`src/rtl/fetch_thread_picker.sv`:
```
module fetch_thread_picker #(
  parameter int NTHREADS = 4,
  parameter int CNT_W    = 6,
  parameter int TID_W    = (NTHREADS > 1) ? $clog2(NTHREADS) : 1
) (
  input  logic                      clk,
  input  logic                      rst_n,
  input  logic [3*NTHREADS-1:0]     status_i,
  input  logic [NTHREADS-1:0]       active_i,
  input  logic [2:0]                policy_i,
  input  logic [CNT_W*NTHREADS-1:0] iq_cnt_i,
  input  logic [CNT_W*NTHREADS-1:0] lsq_cnt_i,
  input  logic                      take_i,
  output logic                      grant_valid_o,
  output logic [TID_W-1:0]          grant_tid_o
);
  localparam logic [2:0] ST_RUN  = 3'd0;
  localparam logic [2:0] ST_IDLE = 3'd1;
  localparam logic [2:0] ST_DONE = 3'd4;

  localparam logic [2:0] POL_SINGLE = 3'd0;
  localparam logic [2:0] POL_RR     = 3'd1;
  localparam logic [2:0] POL_IQ     = 3'd2;
  localparam logic [2:0] POL_LSQ    = 3'd3;
  localparam logic [2:0] POL_FIRST  = 3'd4;

  localparam int LIST_W = TID_W * NTHREADS;

  logic [NTHREADS-1:0] elig;
  logic [TID_W-1:0]    order [NTHREADS];
  logic [LIST_W-1:0]   order_q;

  logic             rr_hit, mx_hit, fa_hit;
  logic [TID_W-1:0] rr_tid, rr_pos, mx_tid, fa_tid;
  logic [CNT_W-1:0] mx_cnt, cur_cnt;
  logic             sel_valid;
  logic [TID_W-1:0] sel_tid;

  always_comb begin
    for (int t = 0; t < NTHREADS; t++) begin
      elig[t] = active_i[t] &&
                (status_i[3*t +: 3] == ST_RUN || status_i[3*t +: 3] == ST_IDLE ||
                 status_i[3*t +: 3] == ST_DONE);
      order[t] = order_q[t*TID_W +: TID_W];
    end

    rr_hit = 1'b0;
    rr_tid = '0;
    rr_pos = '0;
    for (int p = 0; p < NTHREADS; p++) begin
      if (!rr_hit && elig[order[p]]) begin
        rr_hit = 1'b1;
        rr_tid = order[p];
        rr_pos = TID_W'(p);
      end
    end

    mx_hit = 1'b0;
    mx_tid = '0;
    mx_cnt = '0;
    for (int t = 0; t < NTHREADS; t++) begin
      cur_cnt = (policy_i == POL_LSQ) ? lsq_cnt_i[t*CNT_W +: CNT_W] : iq_cnt_i[t*CNT_W +: CNT_W];
      if (elig[t] && (!mx_hit || cur_cnt > mx_cnt)) begin
        mx_hit = 1'b1;
        mx_tid = TID_W'(t);
        mx_cnt = cur_cnt;
      end
    end

    fa_hit = 1'b0;
    fa_tid = '0;
    for (int t = NTHREADS - 1; t >= 0; t--) begin
      if (active_i[t]) begin
        fa_hit = 1'b1;
        fa_tid = TID_W'(t);
      end
    end

    case (policy_i)
      POL_SINGLE:      begin sel_valid = 1'b1;   sel_tid = '0;     end
      POL_RR:          begin sel_valid = rr_hit; sel_tid = rr_tid; end
      POL_IQ, POL_LSQ: begin sel_valid = mx_hit; sel_tid = mx_tid; end
      POL_FIRST:       begin sel_valid = fa_hit; sel_tid = fa_tid; end
      default:         begin sel_valid = 1'b0;   sel_tid = '0;     end
    endcase
  end

  wire rotate = (NTHREADS > 1) && take_i && rr_hit && policy_i == POL_RR;

  always_ff @(posedge clk) begin
    if (!rst_n) begin
      for (int p = 0; p < NTHREADS; p++) order_q[p*TID_W +: TID_W] <= TID_W'(p);
    end else if (rotate) begin
      for (int p = 0; p < NTHREADS - 1; p++)
        if (p >= int'(rr_pos)) order_q[p*TID_W +: TID_W] <= order[p+1];
      order_q[(NTHREADS-1)*TID_W +: TID_W] <= rr_tid;
    end
  end

  generate
    if (NTHREADS == 1) begin : g_bypass
      assign grant_valid_o = elig[0];
      assign grant_tid_o   = '0;

      assert_bypass_R11: assert property (@(posedge clk) disable iff (!rst_n)
        grant_valid_o == (active_i[0] && (status_i[2:0] == ST_RUN ||
                          status_i[2:0] == ST_IDLE || status_i[2:0] == ST_DONE)));
    end else begin : g_multi
      assign grant_valid_o = sel_valid;
      assign grant_tid_o   = sel_tid;

      logic [2:0]       g_st;
      logic             beaten;
      logic [CNT_W-1:0] g_cnt, o_cnt;
      assign g_st = status_i[3*grant_tid_o +: 3];

      always_comb begin
        beaten = 1'b0;
        g_cnt = (policy_i == POL_LSQ) ? lsq_cnt_i[grant_tid_o*CNT_W +: CNT_W]
                                      : iq_cnt_i[grant_tid_o*CNT_W +: CNT_W];
        for (int t = 0; t < NTHREADS; t++) begin
          o_cnt = (policy_i == POL_LSQ) ? lsq_cnt_i[t*CNT_W +: CNT_W] : iq_cnt_i[t*CNT_W +: CNT_W];
          if (elig[t] && (o_cnt > g_cnt || (o_cnt == g_cnt && t < int'(grant_tid_o))))
            beaten = 1'b1;
        end
      end

      assert_grant_eligible_R1: assert property (@(posedge clk) disable iff (!rst_n)
        (grant_valid_o && (policy_i == POL_RR || policy_i == POL_IQ || policy_i == POL_LSQ))
        |-> (active_i[grant_tid_o] && (g_st == ST_RUN || g_st == ST_IDLE || g_st == ST_DONE)));

      assert_bad_policy_R2: assert property (@(posedge clk) disable iff (!rst_n)
        (policy_i > POL_FIRST) |-> !grant_valid_o);

      assert_single_R3: assert property (@(posedge clk) disable iff (!rst_n)
        (policy_i == POL_SINGLE) |-> (grant_valid_o && grant_tid_o == '0));

      assert_rr_tail_R5: assert property (@(posedge clk) disable iff (!rst_n)
        (take_i && grant_valid_o && policy_i == POL_RR)
        |=> (order_q[(NTHREADS-1)*TID_W +: TID_W] == $past(grant_tid_o)));

      assert_rr_hold_R5: assert property (@(posedge clk) disable iff (!rst_n)
        !(take_i && grant_valid_o && policy_i == POL_RR) |=> $stable(order_q));

      assert_best_count_R6: assert property (@(posedge clk) disable iff (!rst_n)
        (grant_valid_o && (policy_i == POL_IQ || policy_i == POL_LSQ)) |-> !beaten);

      assert_idle_slot_R9: assert property (@(posedge clk) disable iff (!rst_n)
        (!grant_valid_o && (policy_i == POL_RR || policy_i == POL_IQ || policy_i == POL_LSQ))
        |-> (elig == '0));
    end
  endgenerate
endmodule

```
`config.mk`:
```
export PLATFORM = sky130hd
export DESIGN_NAME = fetch_thread_picker
export DESIGN_NICKNAME = d
export VERILOG_FILES = /design/src/rtl/fetch_thread_picker.sv
export SDC_FILE = /design/constraint.sdc
export NUM_CORES = 1
export LEC_CHECK = 0
export ABC_AREA = 1
export BUFFER_PORTS_ARGS = -buffer_cell sky130_fd_sc_hd__buf_2
export CELL_PAD_IN_SITES_DETAIL_PLACEMENT = 0
export CELL_PAD_IN_SITES_GLOBAL_PLACEMENT = 1
export CORE_MARGIN = 1
export CORE_UTILIZATION = 34
export CTS_CLUSTER_DIAMETER = 80
export DETAILED_ROUTE_END_ITERATION = 10
export GPL_ROUTABILITY_DRIVEN = 0
export HOLD_SLACK_MARGIN = 0.15
export PLACE_DENSITY = 0.95
export SLEW_MARGIN = 20
export SYNTH_ARGS = -nofsm -noshare
export SYNTH_HDL_FRONTEND = slang
export SYNTH_SLANG_ARGS = --single-unit
```
`constraint.sdc`:
```
create_clock -name clk -period 8.4 [get_ports clk]
set_input_delay 1.26 -clock clk [delete_from_list [all_inputs] [get_ports clk]]
set_output_delay 1.26 -clock clk [all_outputs]
set_load 0.1 [all_outputs]
```
==> impl_metrics.ini, run 1 <==
[outcome]
status = complete, no violations

[synthesis]
muxShareOfSynthArea_pct = 1.74
synth-xor-area-share_pct = 0
syn_nets = 387
synth_area_sq_mm = 0.00173
synth_top_family_by_area = simple AND/OR/NAND/NOR gates
synthFlopType = dfxtp_1
synth_seq_cells = 8
synth.distinct_cells = 31
synth_fa_ha_area_share_pct = 13.0
synth_simple_gate_area_share_pct = 54.0
syn_area_per_cell_sq_um = 5.79
synth_compound_area_share_pct = 13.6
synth_cells = 299
synth_async_sr_flop_share_pct = 0
yosysWarningCount = 0
ys_seq_area_share_pct = 9.26
synth_edf_count = 0

[die]
fp.coreArea_sq_mm = 0.00482
num_rows = 25
fp.dieArea_sq_mm = 0.00538
die_h_um = 73.3
pin_count = 73
die_x_um = 73.3
initial_core_util_pct = 35.9

[clocking]
hold_buffers = 0
cts_made_buffers = 3
cts_tree = done
clkTransAtPathRegs_ps = 40
htree_levels = 1
cts_setup_buffers = 0
root_buffer = clkbuf_8
cts_resized = 0
clk_path_buf_depth = 2
clock-sinks = 8
worstSkewPairLatency_ps = 230

[run]
max_cap_viol_count = 0

[critical_path]
worst_ep_arrival_time_ps = 6160
cp-end-kind = output port
critical_path_class = input port to output port
required_ps = 7140
cpMaxStageDelayCell = ha_1
cp_max_fo = 25
cp_common_cell = nand2_1
start_kind = input port
max_stage_delay_ps = 330

[sta]
finalHoldViolCount = 0
skew_ps = 0.440
finalSetupTns_ps = 0
fin_crit_sh_pct = 88.3
finalSetupViolations = 0
finalWorstSetupSlack_ps = 983
slew_headroom_pct = 67.7
rsz0062_at_grt = false
fmax_ghz = 0.135
holdWs_ps = 522
tightest_slew_ps = 487
fin_crit_ps = 7420
slew_violations = 0

[power]
p_sw_mw = 0.0873
swShare_pct = 43.5
ir_worst_vdd_mv = 0.0858
p_seq_share_pct = 20.4
power.internal_mw = 0.113
combPwrFrac_pct = 56.8
p_clk_share_pct = 22.8
power.density_mw_per_mm2 = 92.5
fin_total_pwr_mw = 0.201
p_leak_nw = 1.25

[placement]
dp_hpwl_um = 4020
portBuffers = 72
dp_slack_ps = 957

[final_layout]
multi_input_area_sq_mm = 0.00143
drive_above_1_share_pct = 28.3
fillers = 548
final_nets = 457
seqCellArea_sq_um = 160
largest_reg_flops = 8
final_cell_mix = nand2_1 (106), buf_2 (72), nor2_1 (33)
area_growth_pct = 25.2
top_register = order_q
post-route-util_pct = 45.0
antenna_cells = 0
largestRegisters = order_q x8
layout_commonest_cell = nand2_1

[min_path]
hp-class = flop to flop

[global_route]
grt_pass1_wl_um = 8100
grt_usage_pct = 18.7
antenna_found_initial = 0
grt_overflow_total = 0
grt_max_degree = 26
grt_pass1_vias = 1990

[routing]
wire_per_inst_um = 10.9
drt-total-wl_um = 4740
viasPerCell = 4.84
drtPass1Iterations = 4
vias = 2101
drtIter0Drc = 89
drc_errors = 0
ant_nets = 0
==> metal layers <==
layer / vias up / part of all wire (%) / GRT usage [%]
met5: - / 0 / 0
met4: 0 / 2.0 / 8.55
met3: 12 / 5.0 / 1.23
met2: 60 / 49 / 34.5
met1: 895 / 44 / 21.9
li1: 1134 / - / -
==> kinds of logic after synthesis <==
group	after synthesis
adders and majority gates	18
muxes	3
and+or+nand+nor	197
DFF	8
buffers and inverters	32
AOI/OAI and AO/OA	41
==> Yosys cell counts (2+ instances only) <==
library cell / number / area share, %
nand3_1: 25 / 7.2
buf_6: 2 / 1.3
o21ai_1: 10 / 2.9
a21oi_1: 9 / 2.6
nand3b_1: 2 / 0.87
nand2_1: 106 / 23
nor2_1: 33 / 7.2
nand4_1: 13 / 4.7
inv_1: 19 / 4.1
buf_2: 3 / 0.87
inv_2: 5 / 1.1
o21ai_2: 4 / 2.0
mux2i_1: 3 / 1.7
nand2_2: 4 / 1.4
nor2_4: 3 / 2.0
o21ai_0: 15 / 4.3
nand2_4: 2 / 1.3
nand3_2: 4 / 2.3
ha_1: 18 / 13
dfxtp_1: 8 / 9.3
==> path summary, 6_finish.rpt <==
check / start / to / slack [ps] / cells after the start
setup / recovery: policy_i[2] / grant_tid_o[0] / 980 / 35
hold / removal: order_q[3] / order_q[3] / 520 / 2
setup reg to reg: order_q[6] / order_q[3] / 6850 / 11
hold reg to reg: order_q[3] / order_q[3] / 520 / 2
==> stage by stage <==
stage	std cells	instance area, sq um
4_1_cts	434	2170
3_5_place_dp	431	2130
2_1_floorplan	299	1730
5_1_grt	434	2170
6_report	434	2170
3_3_place_gp	431	2130
==> cell type report <==
class,count,share of cell area (%)
well taps,67,3.87
multi-input cells,259,65.8
flip-flops and latches,8,7.39
repair buffers,72,16.6
clock buffers,3,1.91
inverters,25,4.45
==> power by group through the flow <==
stage	registers (mW)	clock network (mW)	logic, mW
after floorplan	0.0410	0	0.0814
after global placement	0.0414	0	0.113
after detailed placement	0.0415	0	0.113
after global routing	0.0410	0.0484	0.130
final	0.0410	0.0458	0.114
after CTS	0.0409	0.0475	0.114
==> critical path, delay by kind of cell <==
family | cells | cell delay [ps]
adder cells (fa/ha/maj) | 3 | 910
AND/OR/NAND/NOR | 14 | 1350
AO/OA/AOI/OAI | 11 | 1610
buffers and inverters | 7 | 1020
(Power assumes the default switching activity.)
==> inputs of run 2 (changes only) <==
--- a/config.mk
+++ b/config.mk
@@ -16,6 +16,7 @@
 export GPL_ROUTABILITY_DRIVEN = 0
 export HOLD_SLACK_MARGIN = 0.15
 export PLACE_DENSITY = 0.95
+export SETUP_SLACK_MARGIN = 0.05
 export SLEW_MARGIN = 20
 export SYNTH_ARGS = -nofsm -noshare
 export SYNTH_HDL_FRONTEND = slang
==> constraint.sdc (replaced) <==
create_clock -name clk -period 8.97 [get_ports clk]
set_input_delay 1.3455 -clock clk [delete_from_list [all_inputs] [get_ports clk]]
set_output_delay 1.3455 -clock clk [all_outputs]
set_load 0.1 [all_outputs]
==> run 2 against run 1 <==
Against the previous run: global-route usage shrank 0.11 points; hold slack improved by 3.3 ps; via count about the same; clock-buffer cell count unchanged; cell count unchanged; critical path depth stayed put; sequential share of layout area unchanged; first-iteration DRC count shrank 2.2%.
==> impl_metrics.ini, run 2 (synthesized netlist as in run 1, its figures left out) <==
[clocking]
clock-sinks = 8
clk_path_buf_depth = 2
cts_tree = done
hold_buffers = 0
clkTransAtPathRegs_ps = 40
worstSkewPairLatency_ps = 230
htree_levels = 1
cts_setup_buffers = 0
cts_resized = 0
cts_made_buffers = 3
root_buffer = clkbuf_8

[outcome]
status = complete, no violations

[final_layout]
top_register = order_q
layout_commonest_cell = nand2_1
largest_reg_flops = 8
area_growth_pct = 25.2
drive_above_1_share_pct = 28.3
final_cell_mix = nand2_1 (106), buf_2 (72), nor2_1 (33)
antenna_cells = 0
final_nets = 457
largestRegisters = order_q x8

[die]
fp.coreArea_sq_mm = 0.00482
die_x_um = 73.3
fp.dieArea_sq_mm = 0.00538
die_h_um = 73.3
num_rows = 25
initial_core_util_pct = 35.9
pin_count = 73

[min_path]
min_from = order_q[3]
hp-class = flop to flop
whs_endpoint = order_q[3]
min_path_cells = 2

[placement]
dp_hpwl_um = 4020
portBuffers = 72

[power]
power.density_mw_per_mm2 = 86.6
p_leak_nw = 1.25
ir_worst_vdd_mv = 0.0724

[sta]
fmax_ghz = 0.132
skew_ps = 2.62
rsz0062_at_grt = false
finalSetupViolations = 0
fin_crit_ps = 7600
tightest_slew_ps = 480
fin_crit_sh_pct = 84.7
finalHoldViolCount = 0
finalSetupTns_ps = 0
slew_violations = 0
holdWs_ps = 525
slew_headroom_pct = 67.9

[critical_path]
required_ps = 7620
worst_ep_arrival_time_ps = 6250
reg2reg_slack_ps = 7420
r2r-end = order_q[3]
cp-end-kind = output port
worstReg2RegStart = order_q[6]
cp_max_fo = 25
start_kind = input port
ff2ff_path_depth = 11
critical_path_class = input port to output port
cpMaxStageDelayCell = ha_1
max_stage_delay_ps = 330
cp_common_cell = nand2_1

[global_route]
grt_pass1_wl_um = 7910
grt_pass1_vias = 1967
grt_max_degree = 26
grt_usage_pct = 18.6
grt_overflow_total = 0
antenna_found_initial = 0

[routing]
drt-total-wl_um = 4740
ant_nets = 0
drtPass1Iterations = 4
drtIter0Drc = 87
wire_per_inst_um = 10.9
drc_errors = 0
vias = 2100
viasPerCell = 4.84

[run]
max_cap_viol_count = 0
-- run 2: cell counts in the layout (fill, tap and decap cells not counted) --
No cell type changed its count.
-- run 2: worst max path at each step --
stage | slack [ps] | start | endpoint | depth (start not counted)
after floorplan | 1790 | policy_i[1] | grant_tid_o[1] | 39
after global placement | 1440 | policy_i[2] | grant_tid_o[0] | 35
after detailed placement | 1350 | policy_i[2] | grant_tid_o[0] | 35
after CTS | 1320 | policy_i[2] | grant_tid_o[0] | 35
after global routing | 720 | policy_i[1] | grant_tid_o[0] | 37
final | 1370 | policy_i[2] | grant_tid_o[0] | 35
-- run 2: per-stage QoR --
| step | utilization, % | power [mW] | std cells | setup slack, ps | cell area (sq um) |
|---|---|---|---|---|---|
| 2_1_floorplan | - | 0.115 | 299 | 1790 | 1730 |
| 3_3_place_gp | 44.1 | 0.144 | 431 | 1440 | 2130 |
| 3_5_place_dp | 44.1 | 0.145 | 431 | 1350 | 2130 |
| 4_1_cts | 45.0 | 0.190 | 434 | 1320 | 2170 |
| 5_1_grt | 45.0 | 0.205 | 434 | 716 | 2170 |
| 6_report | 45.0 | 0.188 | 434 | 1370 | 2170 |
-- run 2: power by group --
group	switching (mW)	leakage, nW	internal, mW	total (mW)
clock	0.0138	0.0216	0.0290	0.0429
combinational	0.0664	1.16	0.0401	0.106
sequential	0.00145	0.0649	0.0369	0.0383
-- run 2: layer usage --
metal / wire [um] / part of all wire [%] / track usage (%) / vias up
li1: - / - / - / 1133
met1: 2120 / 45 / 21.0 / 895
met2: 2290 / 48 / 35.4 / 60
met3: 207 / 4.4 / 1.10 / 12
met4: 129 / 2.7 / 8.55 / 0
met5: 0 / 0 / 0 / -
-- run 2: layout make-up --
class                           instances  area [sq um]
Multi-Input combinational cell        259          1430
Inverter                               25          96.3
Fill cell                             565          2650
Tap cell                               67          83.8
Sequential cell                         8           160
Timing Repair Buffer                   72           360
Clock buffer                            3          41.3
-- run 2: worst max-delay path, delay by kind of cell --
kind            cells  cell delay [ps]
compound gates     11             1590
fa+ha+maj           3              910
buf+inv             7             1010
simple gates       14             1360
==> inputs of run 3 (changes only) <==
--- a/config.mk
+++ b/config.mk
@@ -5,17 +5,17 @@
 export SDC_FILE = /design/constraint.sdc
 export NUM_CORES = 1
 export LEC_CHECK = 0
-export ABC_AREA = 1
+export ABC_AREA = 0
 export BUFFER_PORTS_ARGS = -buffer_cell sky130_fd_sc_hd__buf_2
 export CELL_PAD_IN_SITES_DETAIL_PLACEMENT = 0
 export CELL_PAD_IN_SITES_GLOBAL_PLACEMENT = 1
 export CORE_MARGIN = 1
-export CORE_UTILIZATION = 34
+export CORE_UTILIZATION = 30
 export CTS_CLUSTER_DIAMETER = 80
 export DETAILED_ROUTE_END_ITERATION = 10
 export GPL_ROUTABILITY_DRIVEN = 0
 export HOLD_SLACK_MARGIN = 0.15
-export PLACE_DENSITY = 0.95
+export PLACE_DENSITY = 0.88
 export SETUP_SLACK_MARGIN = 0.05
 export SLEW_MARGIN = 20
 export SYNTH_ARGS = -nofsm -noshare
==> constraint.sdc (replaced) <==
create_clock -name clk -period 6.8 [get_ports clk]
set_input_delay 1.02 -clock clk [delete_from_list [all_inputs] [get_ports clk]]
set_output_delay 1.02 -clock clk [all_outputs]
set_load 0.1 [all_outputs]
==> run 3 against run 2 <==
Against the previous run: the run now ends with negative setup slack left; synthesized cell count shrank 31%; first-iteration DRC count shrank 25%; flip-flop and latch count is the same; clock-buffer cell count is the same; die area grew 5.6%; critical path type unchanged; largest cell class unchanged; highest routed layer unchanged.
==> impl_metrics.ini, run 3 <==
[synthesis]
ys_top_cells_by_count = nand2_1 (28), ha_1 (18), mux2i_1 (17)
synth_top_family_by_area = simple AND/OR/NAND/NOR gates
synth_area_sq_mm = 0.00161
muxShareOfSynthArea_pct = 25.2
yosysWarningCount = 0
netlist.area_leader.share_pct = 14.0
synth_simple_gate_area_share_pct = 27.1
ys_seq_area_share_pct = 9.92
synth_top_cell_by_area = ha_1
synth.distinct_cells = 48
synth_seq_cells = 8
syn_area_per_cell_sq_um = 7.84
synth_cells = 206
syn_nets = 294
synth_fa_ha_area_share_pct = 14.0
synth_async_sr_flop_share_pct = 0
yosysMostFrequentCell = nand2_1
synth_compound_area_share_pct = 19.7
synth_area_leaders = ha_1 (14%), mux2i_1 (11%), mux2_2 (10%)
synth-xor-area-share_pct = 0
synthFlopType = dfxtp_1
synth_edf_count = 0

[critical_path]
required_ps = 5780
cpMaxStageDelayCell = a2111o_1
setup.worst_path.end = grant_tid_o[0]
cp_max_fo = 5
r2r-end = order_q[7]
critPathLaunch = policy_i[2]
critical_path_class = input port to output port
max_stage_delay_ps = 370
start_kind = input port
worstReg2RegStart = order_q[0]
reg2reg_slack_ps = 4770
cp-end-kind = output port
ff2ff_path_depth = 5
worst_ep_arrival_time_ps = 6160

[sta]
finalHoldViolCount = 0
slew_headroom_pct = 51.7
slew_violations = 0
rsz0062_at_grt = true
skew_ps = 0.313
fin_crit_sh_pct = 106
finalSetupViolations = 2
tightest_slew_ps = 722
finalSetupTns_ps = -691
finalWorstSetupSlack_ps = -376
holdWs_ps = 512
fmax_ghz = 0.139
fin_crit_ps = 7180

[clocking]
hold_buffers = 0
clock-sinks = 8
clkTransAtPathRegs_ps = 40
worstSkewPairLatency_ps = 220
clk_path_buf_depth = 2
cts_tree = done
htree_levels = 1
root_buffer = clkbuf_8
cts_made_buffers = 3

[final_layout]
fillers = 508
layoutNonFillerInstCount = 388
largest_reg_flops = 8
drive_above_1_share_pct = 52.5
final_cell_mix = buf_2 (69), buf_4 (38), nand2_1 (26)
top_register = order_q
layout_commonest_cell = buf_2
largestRegisters = order_q x8
final_nets = 408
antenna_cells = 0
area_growth_pct = 66.2

[outcome]
violations = negative setup slack
status = finished with violations

[power]
fin_total_pwr_mw = 0.275
power.density_mw_per_mm2 = 103
ir_worst_vdd_mv = 0.149
p_leak_nw = 1.30

[routing]
drtIter0Drc = 65
drtPass1Iterations = 4
vias = 1973
drc_errors = 0
viasPerCell = 5.09
ant_nets = 0
drt-total-wl_um = 5400
wire_per_inst_um = 13.9

[die]
die_x_um = 75.4
fp.coreArea_sq_mm = 0.00514
die_h_um = 75.4
pin_count = 73
num_rows = 26
fp.dieArea_sq_mm = 0.00568
initial_core_util_pct = 31.4

[placement]
dp_slack_ps = -704
portBuffers = 72
dp_cells = 372
dp_hpwl_um = 4090

[global_route]
grt_pass1_wl_um = 8140
antenna_found_initial = 0
grt_max_degree = 9
grt_overflow_total = 0
grt_usage_pct = 18.6
grt_pass1_vias = 1938

[run]
max_cap_viol_count = 0

[min_path]
hp-class = flop to flop
[run 3: changes by cell type after synthesis, sizes merged, moves of 15 or more]
cell / before / now
nand2: 112 / 28
nor2: 38 / 11
mux2: 0 / 15
nand3: 30 / 11
inv: 25 / 8
o21ai: 29 / 12
[run 3: how the worst min path moves through the flow]
stage | start | to | cells after the start
after detailed placement | order_q[7] | order_q[5] | 2
final | order_q[6] | order_q[4] | 2
after CTS | order_q[7] | order_q[5] | 2
after global routing | order_q[7] | order_q[5] | 2
after global placement | order_q[6] | order_q[4] | 2
after floorplan | order_q[6] | order_q[4] | 2
[run 3: layer usage]
layer	wire length, um	GRT usage (%)	vias to the layer above
met5	0	0	-
met4	58	2.26	0
met3	188	3.04	6
met2	2730	35.5	55
met1	2420	22.2	915
li1	-	-	997
[run 3: cells by family after synthesis]
logic type	count (synthesis)
flip-flops	8
adder cells (fa/ha/maj)	18
AND/OR/NAND/NOR	81
multiplexers	35
buffers and inverters	15
AO/OA/AOI/OAI	49
[run 3: cell type report]
| type | instances | area [sq um] | area share [%] |
|---|---|---|---|
| inverters | 8 | 30.0 | 1.12 |
| well taps | 70 | 87.6 | 3.26 |
| clock buffers | 3 | 41.3 | 1.54 |
| repair buffers | 115 | 742 | 27.7 |
| multi-input cells | 184 | 1620 | 60.4 |
| flip-flops and latches | 8 | 160 | 5.97 |
[run 3: what timing repair did]
action	4_1_cts	5_1_grt
pin swaps	9	13
cloned	2	0
buffers inserted	8	3
endpoints found under the setup margin	2	2
gates resized for setup	27	9
[run 3: through the flow]
step	utilization (%)	instance area (sq um)
4_1_cts	50.6	2600
3_3_place_gp	45.6	2340
6_report	52.2	2680
3_5_place_dp	45.6	2340
5_1_grt	52.2	2680
2_1_floorplan	-	1720
[run 3: power by group]
group          total (mW)  internal [mW]  switching, mW
Sequential         0.0493         0.0480        0.00128
Clock              0.0557         0.0382         0.0175
Combinational       0.170         0.0875         0.0825
[run 3: critical path, delay by kind of cell]
family	cells	cell delay, ps
adder cells (fa/ha/maj)	3	730
buffers and inverters	6	910
AND/OR/NAND/NOR	6	890
multiplexers	2	570
AO/OA/AOI/OAI	12	2010
